<file path="config.mk">
export PLATFORM = sky130hd
export DESIGN_NAME = fpga_cfg_seq
export DESIGN_NICKNAME = d
export VERILOG_FILES = /design/src/rtl/cfg_seq_pkg.sv /design/src/rtl/cfg_sync2.sv /design/src/rtl/cfg_wait_timer.sv /design/src/rtl/fpga_cfg_seq.sv
export SDC_FILE = /design/constraint.sdc
export NUM_CORES = 1
export LEC_CHECK = 0
export BUFFER_PORTS_ARGS = -buffer_cell sky130_fd_sc_hd__buf_2
export CORE_UTILIZATION = 57
export DETAILED_ROUTE_END_ITERATION = 8
export MAX_ROUTING_LAYER = met4
export PLACE_DENSITY = 0.8
export SETUP_SLACK_MARGIN = 0.15
export SLEW_MARGIN = 30
export SYNTH_ARGS = -nofsm -noshare
export SYNTH_HDL_FRONTEND = slang
export SYNTH_SLANG_ARGS = --single-unit
</file>
<file path="constraint.sdc">
create_clock -name clk -period 4.5 [get_ports clk]
set_input_delay 1.125 -clock clk [delete_from_list [all_inputs] [get_ports clk]]
set_output_delay 1.125 -clock clk [all_outputs]
set_load 0.005 [all_outputs]
</file>
<file path="src/rtl/cfg_seq_pkg.sv">
package cfg_seq_pkg;
   typedef enum logic [2:0] {
      ST_IDLE  = 3'd0,
      ST_PROG  = 3'd1,
      ST_WINIT = 3'd2,
      ST_DATA  = 3'd3,
      ST_WDONE = 3'd4
   } seq_st_e;

   typedef enum logic [1:0] {
      RES_OK     = 2'd0,
      RES_NOCFG  = 2'd1,
      RES_NOINIT = 2'd2,
      RES_NODONE = 2'd3
   } seq_res_e;
endpackage

</file>
<file path="src/rtl/cfg_sync2.sv">
module cfg_sync2 #(
   parameter int W = 2
) (
   input  logic         clk,
   input  logic         rst_n,
   input  logic [W-1:0] d_i,
   output logic [W-1:0] q_o
);
   if (W < 1) begin : g_bad_w
      $error("cfg_sync2: W must be at least 1");
   end

   for (genvar b = 0; b < W; b++) begin : g_bit
      logic meta_q, stab_q;
      always_ff @(posedge clk or negedge rst_n) begin
         if (!rst_n) begin
            meta_q <= 1'b0;
            stab_q <= 1'b0;
         end else begin
            meta_q <= d_i[b];
            stab_q <= meta_q;
         end
      end
      assign q_o[b] = stab_q;
   end
endmodule

</file>
<file path="src/rtl/cfg_wait_timer.sv">
module cfg_wait_timer #(
   parameter int W = 8
) (
   input  logic         clk,
   input  logic         rst_n,
   input  logic         clr_i,
   input  logic         inc_i,
   input  logic [W-1:0] limit_i,
   output logic         hit_o
);
   if (W < 1) begin : g_bad_w
      $error("cfg_wait_timer: W must be at least 1");
   end

   logic [W-1:0] cnt_q;

   always_ff @(posedge clk or negedge rst_n) begin
      if (!rst_n)     cnt_q <= '0;
      else if (clr_i) cnt_q <= '0;
      else if (inc_i) cnt_q <= cnt_q + 1'b1;
   end

   // hit on the last cycle of a window of limit_i cycles
   assign hit_o = (cnt_q == (limit_i - 1'b1));
endmodule

</file>
<file path="src/rtl/fpga_cfg_seq.sv">
module fpga_cfg_seq
   import cfg_seq_pkg::*;
#(
   parameter int N_TGT     = 2,
   parameter int AW        = 24,
   parameter int CW        = 24,
   parameter int DW        = 8,
   parameter int PROG_CLKS = 20,
   parameter int INIT_TMO  = 1000000,
   parameter int DONE_MULT = 10,
   localparam int SEL_W    = (N_TGT > 1) ? $clog2(N_TGT) : 1
) (
   input  logic             clk,
   input  logic             rst_n,
   input  logic             start_i,
   input  logic [SEL_W-1:0] tgt_i,
   input  logic [AW-1:0]    base_i,
   input  logic [CW-1:0]    len_i,
   input  logic [N_TGT-1:0] present_i,
   input  logic [N_TGT-1:0] has_en_i,
   output logic [AW-1:0]    rd_addr_o,
   output logic             rd_ready_o,
   input  logic             rd_valid_i,
   input  logic [DW-1:0]    rd_data_i,
   output logic [N_TGT-1:0] tgt_en_o,
   output logic [N_TGT-1:0] prog_n_o,
   output logic [N_TGT-1:0] init_oe_o,
   output logic [N_TGT-1:0] wr_o,
   output logic [DW-1:0]    wr_data_o,
   input  logic [N_TGT-1:0] init_i,
   input  logic [N_TGT-1:0] done_i,
   output logic             busy_o,
   output logic             fin_o,
   output logic [1:0]       result_o
);
   localparam int DONE_TMO = INIT_TMO * DONE_MULT;
   localparam int MAX_LIM  = (DONE_TMO > PROG_CLKS) ? DONE_TMO : PROG_CLKS;
   localparam int TMR_W    = $clog2(MAX_LIM + 1);

   if (N_TGT < 1)     begin : g_bad_ntgt  $error("N_TGT must be at least 1");  end
   if (PROG_CLKS < 1) begin : g_bad_prog  $error("PROG_CLKS must be at least 1"); end
   if (INIT_TMO < 1)  begin : g_bad_init  $error("INIT_TMO must be at least 1"); end
   if (DONE_MULT < 1) begin : g_bad_mult  $error("DONE_MULT must be at least 1"); end
   if (DW < 1)        begin : g_bad_dw    $error("DW must be at least 1"); end
   if (CW > AW)       begin : g_bad_cw    $error("CW must not exceed AW"); end

   seq_st_e          st_q, st_d;
   seq_res_e         res_d;
   logic             fin_d;
   logic [SEL_W-1:0] sel_q;
   logic [AW-1:0]    base_q;
   logic [AW-1:0]    off_q;
   logic [CW-1:0]    left_q;
   logic [N_TGT-1:0] init_s, done_s;
   logic             hit, tmr_clr, tmr_inc;
   logic [TMR_W-1:0] limit;
   logic             hs, acc_ok, prog_end;

   // ---------------- input synchronizers ----------------
   cfg_sync2 #(.W(N_TGT)) u_init_sync (.clk(clk), .rst_n(rst_n), .d_i(init_i), .q_o(init_s));
   cfg_sync2 #(.W(N_TGT)) u_done_sync (.clk(clk), .rst_n(rst_n), .d_i(done_i), .q_o(done_s));

   // ---------------- shared phase timer ----------------
   always_comb begin
      unique case (st_q)
         ST_PROG:  limit = TMR_W'(PROG_CLKS);
         ST_WINIT: limit = TMR_W'(INIT_TMO);
         default:  limit = TMR_W'(DONE_TMO);
      endcase
   end

   assign tmr_clr = (st_d != st_q);
   assign tmr_inc = (st_q == ST_PROG) || (st_q == ST_WINIT) || (st_q == ST_WDONE);

   cfg_wait_timer #(.W(TMR_W)) u_timer (
      .clk(clk), .rst_n(rst_n), .clr_i(tmr_clr), .inc_i(tmr_inc),
      .limit_i(limit), .hit_o(hit)
   );

   // ---------------- sequencing ----------------
   assign hs       = (st_q == ST_DATA) && rd_valid_i;
   assign acc_ok   = (st_q == ST_IDLE) && start_i && present_i[tgt_i];
   assign prog_end = (st_q == ST_PROG) && hit;

   always_comb begin
      st_d  = st_q;
      res_d = RES_OK;
      fin_d = 1'b0;
      unique case (st_q)
         ST_IDLE: begin
            if (start_i) begin
               if (present_i[tgt_i]) st_d = ST_PROG;
               else begin
                  fin_d = 1'b1;
                  res_d = RES_NOCFG;
               end
            end
         end
         ST_PROG: if (hit) st_d = ST_WINIT;
         ST_WINIT: begin
            if (init_s[sel_q]) st_d = (left_q == '0) ? ST_WDONE : ST_DATA;
            else if (hit) begin
               st_d  = ST_IDLE;
               fin_d = 1'b1;
               res_d = RES_NOINIT;
            end
         end
         ST_DATA: if (hs && (left_q == CW'(1))) st_d = ST_WDONE;
         ST_WDONE: begin
            if (done_s[sel_q]) begin
               st_d  = ST_IDLE;
               fin_d = 1'b1;
               res_d = RES_OK;
            end else if (hit) begin
               st_d  = ST_IDLE;
               fin_d = 1'b1;
               res_d = RES_NODONE;
            end
         end
         default: st_d = ST_IDLE;
      endcase
   end

   always_ff @(posedge clk or negedge rst_n) begin
      if (!rst_n) begin
         st_q     <= ST_IDLE;
         sel_q    <= '0;
         base_q   <= '0;
         off_q    <= '0;
         left_q   <= '0;
         fin_o    <= 1'b0;
         result_o <= RES_OK;
      end else begin
         st_q  <= st_d;
         fin_o <= fin_d;
         if (fin_d) result_o <= res_d;
         if (acc_ok) begin
            sel_q  <= tgt_i;
            base_q <= base_i;
            off_q  <= '0;
            left_q <= len_i;
         end else if (hs) begin
            off_q  <= off_q + 1'b1;
            left_q <= left_q - 1'b1;
         end
      end
   end

   always_ff @(posedge clk or negedge rst_n) begin
      if (!rst_n)  wr_data_o <= '0;
      else if (hs) wr_data_o <= rd_data_i;
   end

   assign rd_addr_o  = base_q + off_q;
   assign rd_ready_o = (st_q == ST_DATA);
   assign busy_o     = (st_q != ST_IDLE);

   // ---------------- per-target pin drivers ----------------
   for (genvar i = 0; i < N_TGT; i++) begin : g_tgt
      localparam logic [SEL_W-1:0] IDX = SEL_W'(i);
      logic pick_new, pick_cur;
      assign pick_new = acc_ok && (tgt_i == IDX);
      assign pick_cur = (sel_q == IDX);

      always_ff @(posedge clk or negedge rst_n) begin
         if (!rst_n) begin
            prog_n_o[i]  <= 1'b1;
            init_oe_o[i] <= 1'b1;
            tgt_en_o[i]  <= 1'b0;
            wr_o[i]      <= 1'b0;
         end else begin
            wr_o[i] <= hs && pick_cur;
            if (pick_new) begin
               prog_n_o[i]  <= 1'b0;
               init_oe_o[i] <= 1'b0;
               tgt_en_o[i]  <= has_en_i[i];
            end else begin
               if (prog_end && pick_cur) prog_n_o[i] <= 1'b1;
               if (fin_d)                tgt_en_o[i] <= 1'b0;
            end
         end
      end
   end
endmodule

</file>
Word level (Yosys, flattened, before mapping)
Index checks and enable logic that the tools add are counted.

Add/subtract/negate cells: 5. Multipliers: 0. Divide/modulo/power cells: 0. $lt $le $gt $ge: 2. Equality and inequality tests: 7. Shift-type cells: 0. Muxes and demuxes: 42. Bitwise logic cells: 2. Reduce and logical (&&, ||, !) cells: 22.

Operators by type and width (number): 2-to-1 mux 24 bit (6); adder 24 x 1 -> 24 bit (second input constant) (2); case mux 24 bit (2 select lines) (1); subtractor 24 x 1 -> 24 bit (second input constant) (2); adder 24 bit (1); == test 24 x 1 -> 1 bit (second input constant) (1); == test 24 bit (1); logical NOT 24 bit (1); 2-to-1 mux 3 bit (8); 2-to-1 mux 1 bit (20); case mux 3 bit (5 select lines) (1); nonzero test 2 bit (6); logical AND 1 bit (11); 2-to-1 mux 2 bit (4); == test 3 x 2 -> 1 bit (second input constant) (2); case mux 2 bit (3 select lines) (1); less-than comparator 1 x 2 -> 1 bit (second input constant) (2); == test 3 x 1 -> 1 bit (second input constant) (1); == test 3 bit (second input constant) (1); logical NOT 3 bit (1); != test 3 bit (1); case mux 1 bit (3 select lines) (1); nonzero test 3 bit (1); logical OR 1 bit (2); inverter 1 bit (2).

Register bits after elaboration: 127. Bits in latches: 0. RAM bits: 0. Bits in read-only memories: 0. Output and inout bits: 45. Logic and storage cells: 105. Memories kept: 0.

Longest topological paths before layout
Gate-level depths: netlist of run 1.

Depth in word-level cells: 9. Mapped depth: 14.

By module
Synthesis of run 1 repeated with hierarchy kept, for this count alone.

Cells, all modules: 945. Area, all modules: 7978.9 µm².

Modules (own cells, without submodules): fpga_cfg_seq (instances 1, cells an instance 675, area an instance 5683.0 µm², seq. area each 2382.3 µm²); cfg_wait_timer (instances 1, cells an instance 258, area an instance 2065.7 µm², seq. area each 600.6 µm²); cfg_sync2 (instances 2, cells an instance 6, area an instance 115.1 µm², seq. area each 100.1 µm²).

Worst setup path after synthesis of run 1
No wires, ideal clock.

Kind: register to output. Start point: register off_q[2]. End point: output port rd_addr_o[23]. Arrival time: 2.271 ns. Required time: 3.375 ns. Slack: 1.104 ns. Cell stages (with the launch flop): 10. Cell sequence: dfrtp_1 > ha_1 > o21ai_0 > o21ai_0 > nand2_1 > o311ai_0 > a21oi_1 > o31ai_1 > a21oi_1 > xnor2_1.

Word-level cells in the longest chain between the ends: 1.

RTL lines: start, declared (RTL line fpga_cfg_seq.sv:52) `logic [AW-1:0] off_q;`; start signal, assigned (RTL line fpga_cfg_seq.sv:143) `off_q <= off_q + 1'b1;`; adder 24 bit (RTL line fpga_cfg_seq.sv:154) `assign rd_addr_o = base_q + off_q;`; end, declared (RTL line fpga_cfg_seq.sv:21) `output logic [AW-1:0] rd_addr_o,`.

No other way between the ends.

Final worst setup path of run 1
Start point: register off_q[0]. End point: output port rd_addr_o[20].

The elaborated chain is that of the path after synthesis.

==> results of run 1 <==
cell families (layout without fill, tap and decap cells):
kind of cell,count (synthesis),in the layout,synth area share (%)
simple gates,389,389,25.6
xor+xnor,85,85,10.4
mux,3,3,0.420
fa+ha+maj,31,31,5.52
buf+inv,44,171,2.78
compound gates,117,117,10.8
flops,127,127,44.5
synthesized netlist by cell type, types with 3 or more instances:
master	n	share of area, %
a211oi_1	6	0.63
a21boi_0	4	0.42
a21o_1	7	0.73
a21oi_1	32	2.2
a221o_1	3	0.42
a31oi_1	5	0.44
and2_1	5	0.44
and3_1	11	0.96
and4_1	5	0.61
buf_1	6	0.31
buf_6	4	0.63
clkbuf_1	12	0.63
dfrtp_1	123	43
dfstp_2	4	1.5
ha_1	30	5.2
inv_1	19	1.0
mux2i_1	3	0.42
nand2_1	163	8.5
nand2b_1	8	0.70
nand3_1	27	1.9
nand3b_1	4	0.42
nand4_1	12	1.0
nor2_1	101	5.3
nor2_2	4	0.35
nor3_1	19	1.3
nor4_1	4	0.35
o21a_1	3	0.31
o21ai_0	28	2.0
o22ai_1	4	0.35
o311ai_0	3	0.37
o31ai_1	3	0.31
xnor2_1	48	5.9
xor2_1	37	4.5
power by group:
part           total, mW  switching [mW]  internal [mW]
Sequential          1.42           0.144           1.27
Combinational      0.945           0.568          0.376
Clock               1.25           0.526          0.724
Total               3.61            1.24           2.37
per-stage QoR:
| stage | instance area, µm² | power (mW) | worst slack (ns) |
|---|---|---|---|
| floorplan | 7160 | 2.14 | 1.10 |
| global placement | 7880 | 2.33 | 0.574 |
| detailed placement | 7890 | 2.37 | 0.621 |
| CTS | 8440 | 3.63 | 0.162 |
| global route | 8450 | 3.82 | 0.0962 |
| finish | 8450 | 3.61 | 0.276 |
per-layer routing:
layer	GRT usage [%]	share of wire, %
met1	35.7	47
met2	40.2	47
met3	6.19	4.5
met4	8.57	1.6
met5	-	0
sequential cells by signal, summed over array words and instances (netlist names):
name,flops
base_q,24
fin_o,1
g_tgt.pick_cur,1
init_oe_o,2
left_q,24
off_q,24
prog_n_o,2
result_o,2
st_q,3
tgt_en_o,2
u_done_sync.g_bit.meta_q,2
u_done_sync.g_bit.stab_q,2
u_init_sync.g_bit.meta_q,2
u_init_sync.g_bit.stab_q,2
u_timer.cnt_q,24
wr_data_o,8
wr_o,2
path summary, 6_finish.rpt:
| path | startpoint | end | depth (start not counted) |
|---|---|---|---|
| worst max-delay path | off_q[0] | rd_addr_o[20] | 12 |
| worst min-delay path | u_done_sync.g_bit[0].meta_q | u_done_sync.g_bit[0].stab_q | 0 |
| worst max register to register | st_q[1] | u_timer.cnt_q[13] | 10 |
| worst min register to register | u_done_sync.g_bit[0].meta_q | u_done_sync.g_bit[0].stab_q | 0 |
| max in group asynchronous | rst_n | off_q[10] | 2 |
| min in group asynchronous | rst_n | u_init_sync.g_bit[0].meta_q | 1 |
area by class of cell:
cell class              count  area (µm²)  share of cell area (%)
clock buffers              19         443                    5.24
repair buffers            120         637                    7.54
multi-input cells         625        3800                    45.0
inverters                  19        71.3                   0.844
clock inverters            13         106                    1.26
flip-flops and latches    127        3180                    37.7
well taps                 168         210                    2.49
==> impl_metrics.py, run 1 <==
metrics = {
    "global_routing": {
        "grt_use_total_pct": 26.6,
        "grt_pass1_vias": 5620,
        "grt_max_degree": 75,
        "overflow": 0,
        "grt_pass1_wl_um": 26300,
        "antenna_found_initial": 0,
    },
    "routing": {
        "drt_iter0_drc": 365,
        "via_per_inst": 5.45,
        "drcViolationCount": 0,
        "wl_per_cell_um": 14.1,
        "drt-total-wl_um": 15400,
        "vias": 5948,
        "dr.pass1.iters": 7,
        "postRouteAntennaNets": 0,
    },
    "sta": {
        "setup_viol": 0,
        "tns_ns": 0,
        "finalCriticalPeriod_ns": 4.22,
        "grt_setup_unrepaired": "true",
        "timing.hold.ws_ns": 0.351,
        "final.period_utilization_pct": 93.9,
        "worstMarginPinSlew_ns": 0.699,
        "finalMaxSlewViolations": 0,
        "max_slew_margin_pct": 53.2,
        "fmax_mhz": 237,
        "finalHoldViolations": 0,
        "skew_ns": 0.00923,
    },
    "yosys": {
        "synth_area_mm2": 0.00716,
        "yosys_most_used_dff": "dfrtp_1",
        "synth_nets": 896,
        "netlist_instances": 796,
        "ys_seq_elements": 127,
        "synth-seq-area-share_pct": 44.5,
        "yosysWarnings": 0,
        "ys_types": 69,
        "synth_area_per_cell_um2": 8.99,
        "async_reset_ff_share_pct": 100,
        "synth-edff-count": 0,
    },
    "cts": {
        "tritoncts": "built",
        "cts.sinks": 127,
        "cts-htree-levels": 4,
        "clk_latency_ns": 0.42,
        "cts_resized": 0,
        "cts_buffers": 17,
        "ctsLongestPathBuffers": 2,
        "clk_pin_slew_ns": 0.06,
        "cts.root.buffer_cell": "clkbuf_16",
        "cts_setup_buffers": 0,
        "cts_hold_buf": 0,
    },
    "worst_setup_path": {
        "cpPeakStageDelay_ns": 0.42,
        "worst_ep_arrival_time_ns": 3.10,
        "critPathMaxFanout": 5,
        "ff2ff_setup_slack_ns": 0.65,
        "cp-end-kind": "output pin",
        "path_cells": "ha_1 -> inv_1 -> fa_1 -> nand2b_1 -> a21oi_1 -> o22ai_1 -> a21oi_2 -> o2111ai_1 -> a31oi_2 -> a21boi_0 -> xnor2_1 -> buf_2",
        "worstPathRequired_ns": 3.38,
        "crit_buf_inv": 2,
        "cp-start-kind": "flip-flop",
        "crit_type": "flip-flop to output pin",
        "slowest_stage": "dfrtp_1",
        "crit_family": "compound AO/OA/AOI/OAI gates",
    },
    "floorplanning": {
        "start_util_pct": 59.1,
        "core_mm2": 0.0121,
        "die_h_um": 114,
        "fp.dieW_um": 114,
        "placementRows": 40,
        "ioPinCount": 114,
        "die_area_mm2": 0.0130,
    },
    "placement": {
        "post-dp-hpwl_um": 10700,
        "port_buffers": 113,
        "gp_congestion": 0.868,
        "placed_cells": 1059,
    },
    "power_and_ir_drop": {
        "p_leak_nw": 4.09,
        "p_per_area_mw_per_mm2": 427,
        "ir_drop_v": 0.000324,
    },
    "final_layout": {
        "final_cells": 1091,
        "syn_to_final_growth_pct": 18.0,
        "final_nets": 1010,
        "fillCellCount": 994,
        "layout_common_cells": "162 x nand2_1, 123 x dfrtp_1, 112 x buf_2, 100 x nor2_1, 48 x xnor2_1",
        "layout-drive-gt1-share_pct": 19.9,
        "final_common_cell": "nand2_1",
        "final_util_pct": 69.8,
        "n_antenna_cell": 0,
    },
    "status": {
        "status": "complete, no violations",
    },
    "job": {
        "drv_cap": 0,
    },
    "worst_hold_path": {
        "hp-class": "flip-flop to flip-flop",
    },
}
Note: power is estimated with default switching activity, not from simulation.
==> inputs of run 2 (changes only) <==
--- a/config.mk
+++ b/config.mk
@@ -6,10 +6,13 @@
 export NUM_CORES = 1
 export LEC_CHECK = 0
 export BUFFER_PORTS_ARGS = -buffer_cell sky130_fd_sc_hd__buf_2
-export CORE_UTILIZATION = 57
+export CELL_PAD_IN_SITES_DETAIL_PLACEMENT = 0
+export CELL_PAD_IN_SITES_GLOBAL_PLACEMENT = 1
+export CORE_UTILIZATION = 43
 export DETAILED_ROUTE_END_ITERATION = 8
+export GPL_TIMING_DRIVEN = 0
 export MAX_ROUTING_LAYER = met4
-export PLACE_DENSITY = 0.8
+export PLACE_DENSITY_LB_ADDON = 0.1
 export SETUP_SLACK_MARGIN = 0.15
 export SLEW_MARGIN = 30
 export SYNTH_ARGS = -nofsm -noshare
==> impl_metrics.py, run 2 (same netlist as run 1, synthesis figures left out) <==
metrics = {
    "status": {
        "status": "complete, no violations",
    },
    "power_and_ir_drop": {
        "power_mw": 3.92,
        "ir_drop_v": 0.000295,
        "p_leak_nw": 4.22,
        "p_per_area_mw_per_mm2": 449,
    },
    "sta": {
        "tns_ns": 0,
        "final.period_utilization_pct": 94.3,
        "grt_setup_unrepaired": "false",
        "skew_ns": 0.00707,
        "finalHoldViolations": 0,
        "fmax_mhz": 236,
        "finalMaxSlewViolations": 0,
        "setup_ws_ns": 0.257,
        "worstMarginPinSlew_ns": 0.623,
        "setup_viol": 0,
        "max_slew_margin_pct": 58.3,
        "finalCriticalPeriod_ns": 4.24,
    },
    "global_routing": {
        "grt_max_degree": 66,
        "grt_pass1_vias": 5821,
        "grt_pass1_wl_um": 28500,
        "overflow": 0,
        "antenna_found_initial": 0,
        "grt_use_total_pct": 22.3,
    },
    "final_layout": {
        "syn_to_final_growth_pct": 22.1,
        "fillCellCount": 1503,
        "final_util_pct": 54.4,
        "multi_input_area_mm2": 0.00385,
        "n_antenna_cell": 0,
        "layout-drive-gt1-share_pct": 20.4,
        "design_area_mm2": 0.00874,
        "final_nets": 1030,
        "layout_common_cells": "163 x nand2_1, 122 x dfrtp_1, 114 x buf_2, 101 x nor2_1, 48 x xnor2_1",
        "final_common_cell": "nand2_1",
        "seq_area_mm2": 0.00318,
    },
    "worst_setup_path": {
        "worstPathRequired_ns": 3.38,
        "critPathMaxFanout": 4,
        "worst_ep_arrival_time_ns": 3.12,
        "crit_type": "flip-flop to output pin",
        "cp-end-kind": "output pin",
        "cp-start-kind": "flip-flop",
    },
    "floorplanning": {
        "start_util_pct": 44.6,
        "die_h_um": 131,
        "die_area_mm2": 0.0172,
        "fp.dieW_um": 131,
        "ioPinCount": 114,
        "placementRows": 46,
        "core_mm2": 0.0161,
    },
    "worst_hold_path": {
        "hp-class": "flip-flop to flip-flop",
    },
    "cts": {
        "cts.sinks": 127,
        "ctsLongestPathBuffers": 2,
        "cts.root.buffer_cell": "clkbuf_16",
        "cts_buffers": 17,
        "cts_hold_buf": 0,
        "tritoncts": "built",
        "clk_pin_slew_ns": 0.06,
        "cts-htree-levels": 4,
        "clk_latency_ns": 0.42,
    },
    "placement": {
        "gp_congestion": 0.878,
        "place_ws_ns": 0.105,
        "placed_area_mm2": 0.00803,
        "post-dp-hpwl_um": 12600,
        "port_buffers": 113,
    },
    "routing": {
        "drt_iter0_drc": 281,
        "vias": 5963,
        "drt-total-wl_um": 17400,
        "drcViolationCount": 0,
        "postRouteAntennaNets": 0,
        "wl_per_cell_um": 15.0,
        "dr.pass1.iters": 4,
        "via_per_inst": 5.14,
    },
    "job": {
        "drv_cap": 0,
    },
}
[run 2: through the flow]
step | hold WS, ns | std cells
6_report | 0.348 | 1159
5_1_grt | 0.353 | 1159
4_1_cts | 0.350 | 1159
3_5_place_dp | 0.335 | 1126
3_3_place_gp | 0.335 | 1125
2_1_floorplan | 0.331 | 796
[run 2: layout make-up]
cell class	instances	area share, %
well taps	216	3.09
clock buffers	17	4.87
multi-input cells	625	44.1
flip-flops and latches	127	36.4
plain buffers	25	1.46
repair buffers	115	6.99
clock inverters	15	2.28
inverters	19	0.816
[run 2: repair_timing]
action,in CTS,in global routing
gates resized for setup,6,8
setup endpoints to repair,5,4
setup buffers,1,0
endpoints found under the hold margin,0,0
pin swaps,1,5
[run 2: worst max-delay path: stages (launching register included)]
cell      delay [ns]
dfrtp_1         0.42
ha_1            0.36
o21ai_0         0.14
o21ai_1         0.19
nand2_1         0.16
o311ai_4        0.31
a21oi_1         0.15
o31ai_2         0.36
a21oi_1         0.14
xnor2_1         0.29
buf_2           0.18
[run 2: path summary, 6_finish.rpt]
check | slack [ns] | to | from | depth (start not counted)
max in group asynchronous | 3.14 | off_q[0] | rst_n | 2
setup reg to reg | 0.86 | u_timer.cnt_q[5] | st_q[2] | 13
setup / recovery | 0.26 | rd_addr_o[23] | off_q[3] | 10
min in group asynchronous | 0.65 | u_timer.cnt_q[11] | rst_n | 1
hold reg to reg | 0.35 | u_done_sync.g_bit[1].stab_q | u_done_sync.g_bit[1].meta_q | 0
hold / removal | 0.35 | u_done_sync.g_bit[1].stab_q | u_done_sync.g_bit[1].meta_q | 0
[run 2: power by group]
| part | total, mW | internal (mW) | switching, mW | leakage [nW] |
|---|---|---|---|---|
| Clock | 1.46 | 0.890 | 0.567 | 0.303 |
| Combinational | 1.05 | 0.457 | 0.597 | 2.29 |
| Sequential | 1.41 | 1.27 | 0.140 | 1.63 |
| Total | 3.92 | 2.62 | 1.30 | 4.22 |
[run 2: metal layers]
metal	up-vias	track usage [%]	part of all wire (%)	routed length [µm]
li1	2989	-	-	-
met1	2844	30.0	49	8480
met2	121	34.4	47	8110
met3	9	4.52	3.7	636
met4	0	5.95	0.89	154
met5	-	-	0	0
